--- src/rtl/gpio_port_pkg.sv ---
package gpio_port_pkg;
  localparam int ADDR_W = 2;
  typedef enum logic [ADDR_W-1:0] {
    REG_DATA  = 2'd0,
    REG_PINS  = 2'd1,
    REG_DIR   = 2'd2,
    REG_DRIVE = 2'd3
  } reg_sel_e;
endpackage

--- src/rtl/gpio_sync.sv ---
module gpio_sync #(
  parameter int WIDTH  = 8,
  parameter int STAGES = 2
) (
  input  logic             clk,
  input  logic             rst_n,
  input  logic [WIDTH-1:0] pin_i,
  output logic [WIDTH-1:0] sync_o
);
  logic [WIDTH-1:0] chain [STAGES];

  always_ff @(posedge clk or negedge rst_n) begin
    if (!rst_n) chain[0] <= '0;
    else        chain[0] <= pin_i;
  end

  for (genvar s = 1; s < STAGES; s++) begin : g_stage
    always_ff @(posedge clk or negedge rst_n) begin
      if (!rst_n) chain[s] <= '0;
      else        chain[s] <= chain[s-1];
    end
  end

  assign sync_o = chain[STAGES-1];

  // warm-up counter so the latency check never looks back into reset
  logic [1:0] warm_q;
  always_ff @(posedge clk or negedge rst_n) begin
    if (!rst_n)              warm_q <= '0;
    else if (warm_q != 2'd2) warm_q <= warm_q + 2'd1;
  end

  if (STAGES == 2) begin : g_lat_chk
    p_sync_latency_r5: assert property (@(posedge clk) disable iff (!rst_n)
      (warm_q == 2'd2) |-> (sync_o == $past(pin_i, 2)));
  end
endmodule

--- src/rtl/gpio_regs.sv ---
module gpio_regs
  import gpio_port_pkg::*;
#(
  parameter int WIDTH = 8
) (
  input  logic             clk,
  input  logic             rst_n,
  input  logic             wr_en,
  input  reg_sel_e         sel,
  input  logic [WIDTH-1:0] wdata,
  output logic [WIDTH-1:0] dir_q,
  output logic [WIDTH-1:0] latch_q,
  output logic [WIDTH-1:0] drive_q
);
  logic wr_dir, wr_latch, wr_drive, wr_pins;
  assign wr_dir   = wr_en && (sel == REG_DIR);
  assign wr_latch = wr_en && (sel == REG_DATA);
  assign wr_drive = wr_en && (sel == REG_DRIVE);
  assign wr_pins  = wr_en && (sel == REG_PINS);

  always_ff @(posedge clk or negedge rst_n) begin
    if (!rst_n) begin
      dir_q   <= '0;
      latch_q <= '0;
      drive_q <= '0;
    end else begin
      if (wr_dir)   dir_q   <= wdata;
      if (wr_latch) latch_q <= wdata;
      if (wr_drive) drive_q <= wdata;
    end
  end

  p_dir_write_r2: assert property (@(posedge clk) disable iff (!rst_n)
    wr_dir |=> (dir_q == $past(wdata)));
  p_pins_ro_r4: assert property (@(posedge clk) disable iff (!rst_n)
    wr_pins |=> ($stable(dir_q) && $stable(latch_q) && $stable(drive_q)));
  p_dir_hold_r6: assert property (@(posedge clk) disable iff (!rst_n)
    !wr_dir |=> $stable(dir_q));
  p_no_we_r11: assert property (@(posedge clk) disable iff (!rst_n)
    !wr_en |=> ($stable(dir_q) && $stable(latch_q) && $stable(drive_q)));
endmodule

--- src/rtl/gpio_pad_ctl.sv ---
module gpio_pad_ctl #(
  parameter int WIDTH = 8
) (
  input  logic [WIDTH-1:0] dir_q,
  input  logic [WIDTH-1:0] latch_q,
  input  logic [WIDTH-1:0] oc_en,
  input  logic [WIDTH-1:0] oc_val,
  output logic [WIDTH-1:0] pad_oe,
  output logic [WIDTH-1:0] pad_out
);
  for (genvar i = 0; i < WIDTH; i++) begin : g_pin
    assign pad_oe[i]  = oc_en[i] | dir_q[i];
    assign pad_out[i] = oc_en[i] ? oc_val[i] : latch_q[i];
  end
endmodule

--- src/rtl/gpio_port_ovr.sv ---
module gpio_port_ovr
  import gpio_port_pkg::*;
#(
  parameter int WIDTH       = 8,
  parameter int SYNC_STAGES = 2
) (
  input  logic             clk,
  input  logic             rst_n,
  input  logic [1:0]       bus_addr,
  input  logic [WIDTH-1:0] bus_wdata,
  input  logic             bus_we,
  output logic [WIDTH-1:0] bus_rdata,
  input  logic [WIDTH-1:0] pin_in,
  input  logic [WIDTH-1:0] tmr_oc_en,
  input  logic [WIDTH-1:0] tmr_oc_val,
  output logic [WIDTH-1:0] pad_oe,
  output logic [WIDTH-1:0] pad_out,
  output logic [WIDTH-1:0] pad_weak,
  output logic [WIDTH-1:0] tmr_cap_in
);
  reg_sel_e         sel;
  logic [WIDTH-1:0] dir_q, latch_q, drive_q, pins_sync;

  assign sel = reg_sel_e'(bus_addr);

  // latch bit for output-direction pins, synchronized level for inputs
  function automatic logic [WIDTH-1:0] data_view(
    input logic [WIDTH-1:0] dir, input logic [WIDTH-1:0] lat, input logic [WIDTH-1:0] pins);
    return (dir & lat) | (~dir & pins);
  endfunction

  gpio_sync #(.WIDTH(WIDTH), .STAGES(SYNC_STAGES)) u_sync (
    .clk(clk), .rst_n(rst_n), .pin_i(pin_in), .sync_o(pins_sync));

  gpio_regs #(.WIDTH(WIDTH)) u_regs (
    .clk(clk), .rst_n(rst_n), .wr_en(bus_we), .sel(sel), .wdata(bus_wdata),
    .dir_q(dir_q), .latch_q(latch_q), .drive_q(drive_q));

  gpio_pad_ctl #(.WIDTH(WIDTH)) u_pad (
    .dir_q(dir_q), .latch_q(latch_q), .oc_en(tmr_oc_en), .oc_val(tmr_oc_val),
    .pad_oe(pad_oe), .pad_out(pad_out));

  assign pad_weak   = drive_q;
  assign tmr_cap_in = pins_sync;

  always_comb begin
    unique case (sel)
      REG_DATA:  bus_rdata = data_view(dir_q, latch_q, pins_sync);
      REG_PINS:  bus_rdata = pins_sync;
      REG_DIR:   bus_rdata = dir_q;
      REG_DRIVE: bus_rdata = drive_q;
      default:   bus_rdata = '0;
    endcase
  end

  p_oc_forces_oe_r6: assert property (@(posedge clk) disable iff (!rst_n)
    ((tmr_oc_en & ~pad_oe) == '0));
  p_oc_value_r6: assert property (@(posedge clk) disable iff (!rst_n)
    ((tmr_oc_en & (pad_out ^ tmr_oc_val)) == '0));
  p_oe_follow_dir_r7: assert property (@(posedge clk) disable iff (!rst_n)
    ((~tmr_oc_en & (pad_oe ^ dir_q)) == '0));
  p_out_latch_r8: assert property (@(posedge clk) disable iff (!rst_n)
    ((~tmr_oc_en & (pad_out ^ latch_q)) == '0));
endmodule

--- config.mk ---
export PLATFORM = sky130hd
export DESIGN_NAME = gpio_port_ovr
export DESIGN_NICKNAME = d
export VERILOG_FILES = /design/src/rtl/gpio_port_pkg.sv /design/src/rtl/gpio_sync.sv /design/src/rtl/gpio_regs.sv /design/src/rtl/gpio_pad_ctl.sv /design/src/rtl/gpio_port_ovr.sv
export SDC_FILE = /design/constraint.sdc
export NUM_CORES = 1
export LEC_CHECK = 0
export ABC_CLOCK_PERIOD_IN_PS = 2000
export BUFFER_PORTS_ARGS = -buffer_cell sky130_fd_sc_hd__buf_2
export CAP_MARGIN = 15
export CORE_ASPECT_RATIO = 2
export CORE_MARGIN = 3
export CORE_UTILIZATION = 47
export DETAILED_ROUTE_END_ITERATION = 12
export HOLD_SLACK_MARGIN = 0.1
export PLACE_DENSITY_LB_ADDON = 0.15
export SYNTH_ARGS = -nofsm -noshare
export SYNTH_HDL_FRONTEND = slang
export SYNTH_SLANG_ARGS = --single-unit
export TNS_END_PERCENT = 20
--- constraint.sdc ---
create_clock -name clk -period 2 [get_ports clk]
set_input_delay 0.5 -clock clk [delete_from_list [all_inputs] [get_ports clk]]
set_output_delay 0.5 -clock clk [all_outputs]
set_load 0.01 [all_outputs]
==> out/metrics.cfg, run 1 <==
[placed_design]
portBuffers=76
gp_congestion=0.736
hpwlAfterDp_mm=3.17

[clocking]
post_cts_buffers=0
cts_resized=0
clk_latency_ns=0.28
clk_path_buf_depth=2
cts_tree=done
clock_sinks=40
numCtsBuffers=5
clk_pin_slew_ns=0.07
holdBufCountCts=0
cts_max_level=2
cts_root_buffer=clkbuf_8

[sta]
post-route-period-util=0.973
finalSetupViolCount=0
worst_pin_slew_ns=0.462
slew_viol_final=0
max_slew_margin=0.692
fmax_mhz=514
tns_ns=0
rsz0062_at_grt=no
timing.final.crit_period_ns=1.95
fin_skew_ns=0.00310
hold_viol_final=0

[critical_path]
cp.buffers_inverters=3
cpPeakStageDelay_ns=0.37
cp_cell_sequence=buf_4, buf_4, or3b_1, o221ai_1, buf_2
slowest_stage=or3b_1
worstPathArrival_ns=1.45
cp-end-kind=output port
critPathTopFamily=buffers and inverters
r2r_slack_ns=1.20
r2r_end=u_regs.dir_q[0]
critPathMaxFanout=11
startpoint_type=primary input
critPathKind=primary input to output port
reg2regPathDepth=1
crit_path_frequent_cell=buf_4
crit_required_ns=1.50
rr_startpoint=u_regs.dir_q[0]

[power]
leakage_uw=0.00114
ir_worst_vdd_mv=0.577
power_uw=2020
powerDensity_mw_per_mm2=856

[detailed_routing]
wl_per_cell_um=15.3
drt-total-wl_mm=4.04
firstDrtPassIters=4
ant_nets=0
vias=1329
drtIter0Drc=29
vias_per_cell=5.03
drc=0

[synth]
synth.distinct_cells=16
ys_seq_elements=40
yosysWarningCount=0
avgSynthCellArea_um2=13.6
synth_area_mm2=0.00184
syn_nets=173
postSynthCellCount=136
yosysSeqAreaShare=0.543

[final_layout]
multi_input_comb_area_um2=751
drive_above_1_share=0.642
nFillCells=313
final_common_cell=buf_2
mostFrequentLayoutCells=buf_2 (75), dfrtp_1 (40), mux2_2 (32)
syn_to_final_growth_pct=27.8
regArea_mm2=0.00100
fin_nets=251
n_antenna_cell=0

[grt]
grt_pass1_wl_mm=6.71
overflow=0
grt_use_total=0.185
grt_max_degree=22
antenna_found_initial=0
grt_pass1_vias=1414

[min_path]
hold_class=primary input to asynchronous set/reset pin

[run]
cap_violations=0

[outcome]
status=complete, no violations

[floorplan]
row_count=31
start_util=0.501
fp.coreArea_mm2=0.00368
die_x_um=50.3
die_area_mm2=0.00476
io_pins=77
die_y_um=94.6

==> cell families after synthesis <==
group | after synthesis | share of synthesized area
muxes | 40 | 0.239
DFF | 40 | 0.543
and+or+nand+nor | 35 | 0.130
AOI/OAI and AO/OA | 8 | 0.0380
buffers and inverters | 13 | 0.0502
==> worst max-delay path by stage <==
| stage | endpoint | slack (ns) | from | depth (start not counted) |
|---|---|---|---|---|
| floorplan | bus_rdata[0] | 0.22 | bus_addr[1] | 4 |
| global placement | bus_rdata[2] | 0.04 | bus_addr[1] | 5 |
| detailed placement | bus_rdata[0] | 0.02 | bus_addr[1] | 5 |
| CTS | bus_rdata[0] | 0.01 | bus_addr[1] | 5 |
| global route | bus_rdata[0] | 0.01 | bus_addr[1] | 5 |
| finish | bus_rdata[0] | 0.05 | bus_addr[1] | 5 |
==> sequential cells by signal (all words and copies together) (netlist names) <==
name	count
u_regs.dir_q	8
u_regs.drive_q	8
u_regs.latch_q	8
u_sync.chain	8
u_sync.sync_o	8
==> Yosys cell counts, drive strengths merged <==
library cell   n  share of area
dfrtp         40           0.54
mux2          32           0.20
buf           12          0.048
mux2i          8          0.043
nand2b         8          0.027
nor2           8          0.016
o221ai         8          0.038
or2            8          0.027
or3b           8          0.038
inv            1         0.0020
nand3          1         0.0054
nand3b         1         0.0061
nor3b          1          0.010
==> per-layer routing <==
metal / global-route usage / routed length, um / share of wire
met1: 0.200 / 1490 / 0.37
met2: 0.341 / 2260 / 0.56
met3: 0.0379 / 213 / 0.053
met4: 0.0742 / 72 / 0.018
met5: 0 / 0 / 0
==> power by group <==
part	total, uW	switching (uW)	internal (uW)
Clock	542	267	275
Sequential	1000	86.1	918
Combinational	472	212	260
Total	2020	565	1450
==> area by class of cell <==
type / count / area share
Sequential cell: 40 / 0.425
Timing Repair Buffer: 83 / 0.190
Inverter: 1 / 0.00159
Clock inverter: 2 / 0.00425
Multi-Input combinational cell: 83 / 0.318
Tap cell: 49 / 0.0260
Clock buffer: 6 / 0.0350
==> metrics by stage <==
step | cell area [um2] | hold WS, ns | utilization | worst slack [ns] | std cells
floorplan | 1840 | 0.204 | - | 0.222 | 136
global placement | 2260 | 0.333 | 0.614 | 0.0368 | 256
detailed placement | 2260 | 0.335 | 0.614 | 0.0180 | 256
CTS | 2350 | 0.166 | 0.639 | 0.0107 | 264
global route | 2360 | 0.178 | 0.640 | 0.0130 | 264
finish | 2360 | 0.154 | 0.640 | 0.0539 | 264
No activity file was read; power rests on OpenSTA's default activity.
==> inputs of run 2 (changes only) <==
--- a/config.mk
+++ b/config.mk
@@ -11,9 +11,11 @@
 export CORE_ASPECT_RATIO = 2
 export CORE_MARGIN = 3
 export CORE_UTILIZATION = 47
+export CTS_CLUSTER_SIZE = 14
 export DETAILED_ROUTE_END_ITERATION = 12
 export HOLD_SLACK_MARGIN = 0.1
 export PLACE_DENSITY_LB_ADDON = 0.15
+export REMOVE_ABC_BUFFERS = 1
 export SYNTH_ARGS = -nofsm -noshare
 export SYNTH_HDL_FRONTEND = slang
 export SYNTH_SLANG_ARGS = --single-unit
==> run 2 against run 1 <==
Against the previous run: wire length fell by 0.22%; critical path type unchanged; clock power shrank 12%; worst setup slack improved by 0.031 ns; combinational power about the same; sequential cell count is the same; critical endpoint is now bus_rdata[2]; highest routed layer unchanged; non-clock buffer count decreased by 2; largest power group unchanged.
==> out/metrics.cfg, run 2 (same netlist as run 1, synthesis figures left out) <==
[final_layout]
syn_to_final_growth_pct=26.1  ; was 27.8%
mostFrequentLayoutCells=buf_2 (74), dfrtp_1 (40), mux2_2 (32)  ; was buf_2 (75), dfrtp_1 (40), mux2_2 (32)
drive_above_1_share=0.637  ; was 0.642
nFillCells=317  ; was 313
fin_nets=249  ; was 251
final_common_cell=buf_2  ; unchanged
finalNonFillerCells=261  ; was 264
n_antenna_cell=0  ; unchanged

[sta]
post-route-period-util=0.957  ; was 0.973
fmax_mhz=522  ; was 514 MHz
worst_pin_slew_ns=0.483  ; was 0.462 ns
max_slew_margin=0.678  ; was 0.692
hold_viol_final=0  ; unchanged
rsz0062_at_grt=no  ; unchanged
timing.final.crit_period_ns=1.91  ; was 1.95 ns
finalSetupViolCount=0  ; unchanged
fin_skew_ns=0.000567  ; was 0.00310 ns
tns_ns=0  ; unchanged
slew_viol_final=0  ; unchanged

[clocking]
clk_latency_ns=0.28  ; about the same
cts_tree=done  ; unchanged
clk_pin_slew_ns=0.07  ; about the same
post_cts_buffers=0  ; unchanged
cts_root_buffer=clkbuf_8  ; unchanged
clock_sinks=40  ; unchanged
cts_max_level=2  ; unchanged
clk_path_buf_depth=2  ; unchanged
numCtsBuffers=5  ; unchanged

[detailed_routing]
vias=1361  ; was 1329
drc=0  ; unchanged
firstDrtPassIters=4  ; unchanged
wl_per_cell_um=15.5  ; was 15.3 um
vias_per_cell=5.21  ; was 5.03
ant_nets=0  ; unchanged
drtIter0Drc=25  ; was 29
drt-total-wl_mm=4.03  ; was 4.04 mm

[run]
cap_violations=0  ; unchanged

[floorplan]
die_x_um=50.3  ; unchanged
die_y_um=94.6  ; unchanged
io_pins=77  ; unchanged
fp.coreArea_mm2=0.00368  ; unchanged
row_count=31  ; unchanged
die_area_mm2=0.00476  ; unchanged
start_util=0.501  ; unchanged

[power]
powerDensity_mw_per_mm2=838  ; was 856 mW/mm2
seq_power_share=0.514  ; was 0.498
ir_worst_vdd_mv=0.691  ; was 0.577 mV
power_switching_share=0.275  ; was 0.280
clock_power_share=0.244  ; was 0.269
p_switching_uw=536  ; was 565 uW
pwr-share-comb=0.242  ; was 0.234
intPower_uw=1410  ; was 1450 uW
leakage_uw=0.00112  ; was 0.00114 uW

[grt]
grt_pass1_vias=1403  ; was 1414
antenna_found_initial=0  ; unchanged
grt_pass1_wl_mm=6.55  ; was 6.71 mm
grt_max_degree=26  ; was 22
overflow=0  ; unchanged
grt_use_total=0.185  ; about the same

[min_path]
hold_class=primary input to asynchronous set/reset pin  ; unchanged

[critical_path]
worstPathArrival_ns=1.41  ; was 1.45 ns
r2r_slack_ns=1.21  ; was 1.20 ns
reg2regPathDepth=1  ; unchanged
critPathMaxFanout=12  ; was 11
startpoint_type=primary input  ; unchanged
crit_required_ns=1.50  ; about the same
cp-end-kind=output port  ; unchanged
r2r_end=u_regs.dir_q[2]  ; was u_regs.dir_q[0]
critPathKind=primary input to output port  ; unchanged
rr_startpoint=u_regs.dir_q[2]  ; was u_regs.dir_q[0]

[placed_design]
hpwlAfterDp_mm=3.13  ; was 3.17 mm
gp_congestion=0.769  ; was 0.736
portBuffers=76  ; unchanged
dp_cells=254  ; was 256

[outcome]
status=complete, no violations  ; unchanged

## run 2: what timing repair did
action                                  4_1_cts  5_1_grt
gates resized for setup                       1        3
hold buffers                                  0        0
gates cloned                                  0        0
endpoints found under the setup margin        4        2
endpoints found under the hold margin         0        0
## run 2: routing by layer
metal / part of all wire / track usage
met5: 0 / 0
met4: 0.013 / 0.0674
met1: 0.37 / 0.184
met2: 0.57 / 0.359
met3: 0.049 / 0.0427
## run 2: per-stage QoR
step           total power, uW  hold slack, ns   util  instance area, um2  setup slack, ns
2_1_floorplan             1260           0.204      -                1760            0.438
3_3_place_gp              1470           0.333  0.606                2230         -0.00409
3_5_place_dp              1490           0.336  0.606                2230          -0.0481
4_1_cts                   1980           0.174  0.628                2310           0.0381
5_1_grt                   2070           0.195  0.631                2320           0.0184
6_report                  1950           0.172  0.631                2320           0.0853
## run 2: worst max-delay path by stage
stage	end	start	slack [ns]
finish	bus_rdata[2]	bus_addr[0]	0.09
floorplan	bus_rdata[4]	bus_addr[1]	0.44
global route	bus_rdata[2]	bus_addr[0]	0.02
detailed placement	bus_rdata[6]	bus_addr[1]	-0.05
CTS	bus_rdata[6]	bus_addr[1]	0.04
global placement	bus_rdata[7]	bus_addr[1]	-0.004
## run 2: area by class of cell
cell class              instances  area (um2)  share of cell area
multi-input cells              83         751               0.323
clock inverters                 1        5.00             0.00215
repair buffers                 81         427               0.184
well taps                      49        61.3              0.0264
clock buffers                   6        72.6              0.0312
flip-flops and latches         40        1000               0.431
inverters                       1        7.51             0.00323
## run 2: power groups by stage
stage	sequential (uW)	clock [uW]	combinational, uW
2_1_floorplan	1010	0	246
3_3_place_gp	1010	0	459
3_5_place_dp	1020	0	475
4_1_cts	1000	499	477
5_1_grt	1020	531	519
6_report	1000	475	471
## run 2: worst max-delay path, stage by stage
cell and delay (ns):
clkbuf_4 0.22, clkinvlp_4 0.25, o221ai_1 0.27, buf_2 0.17
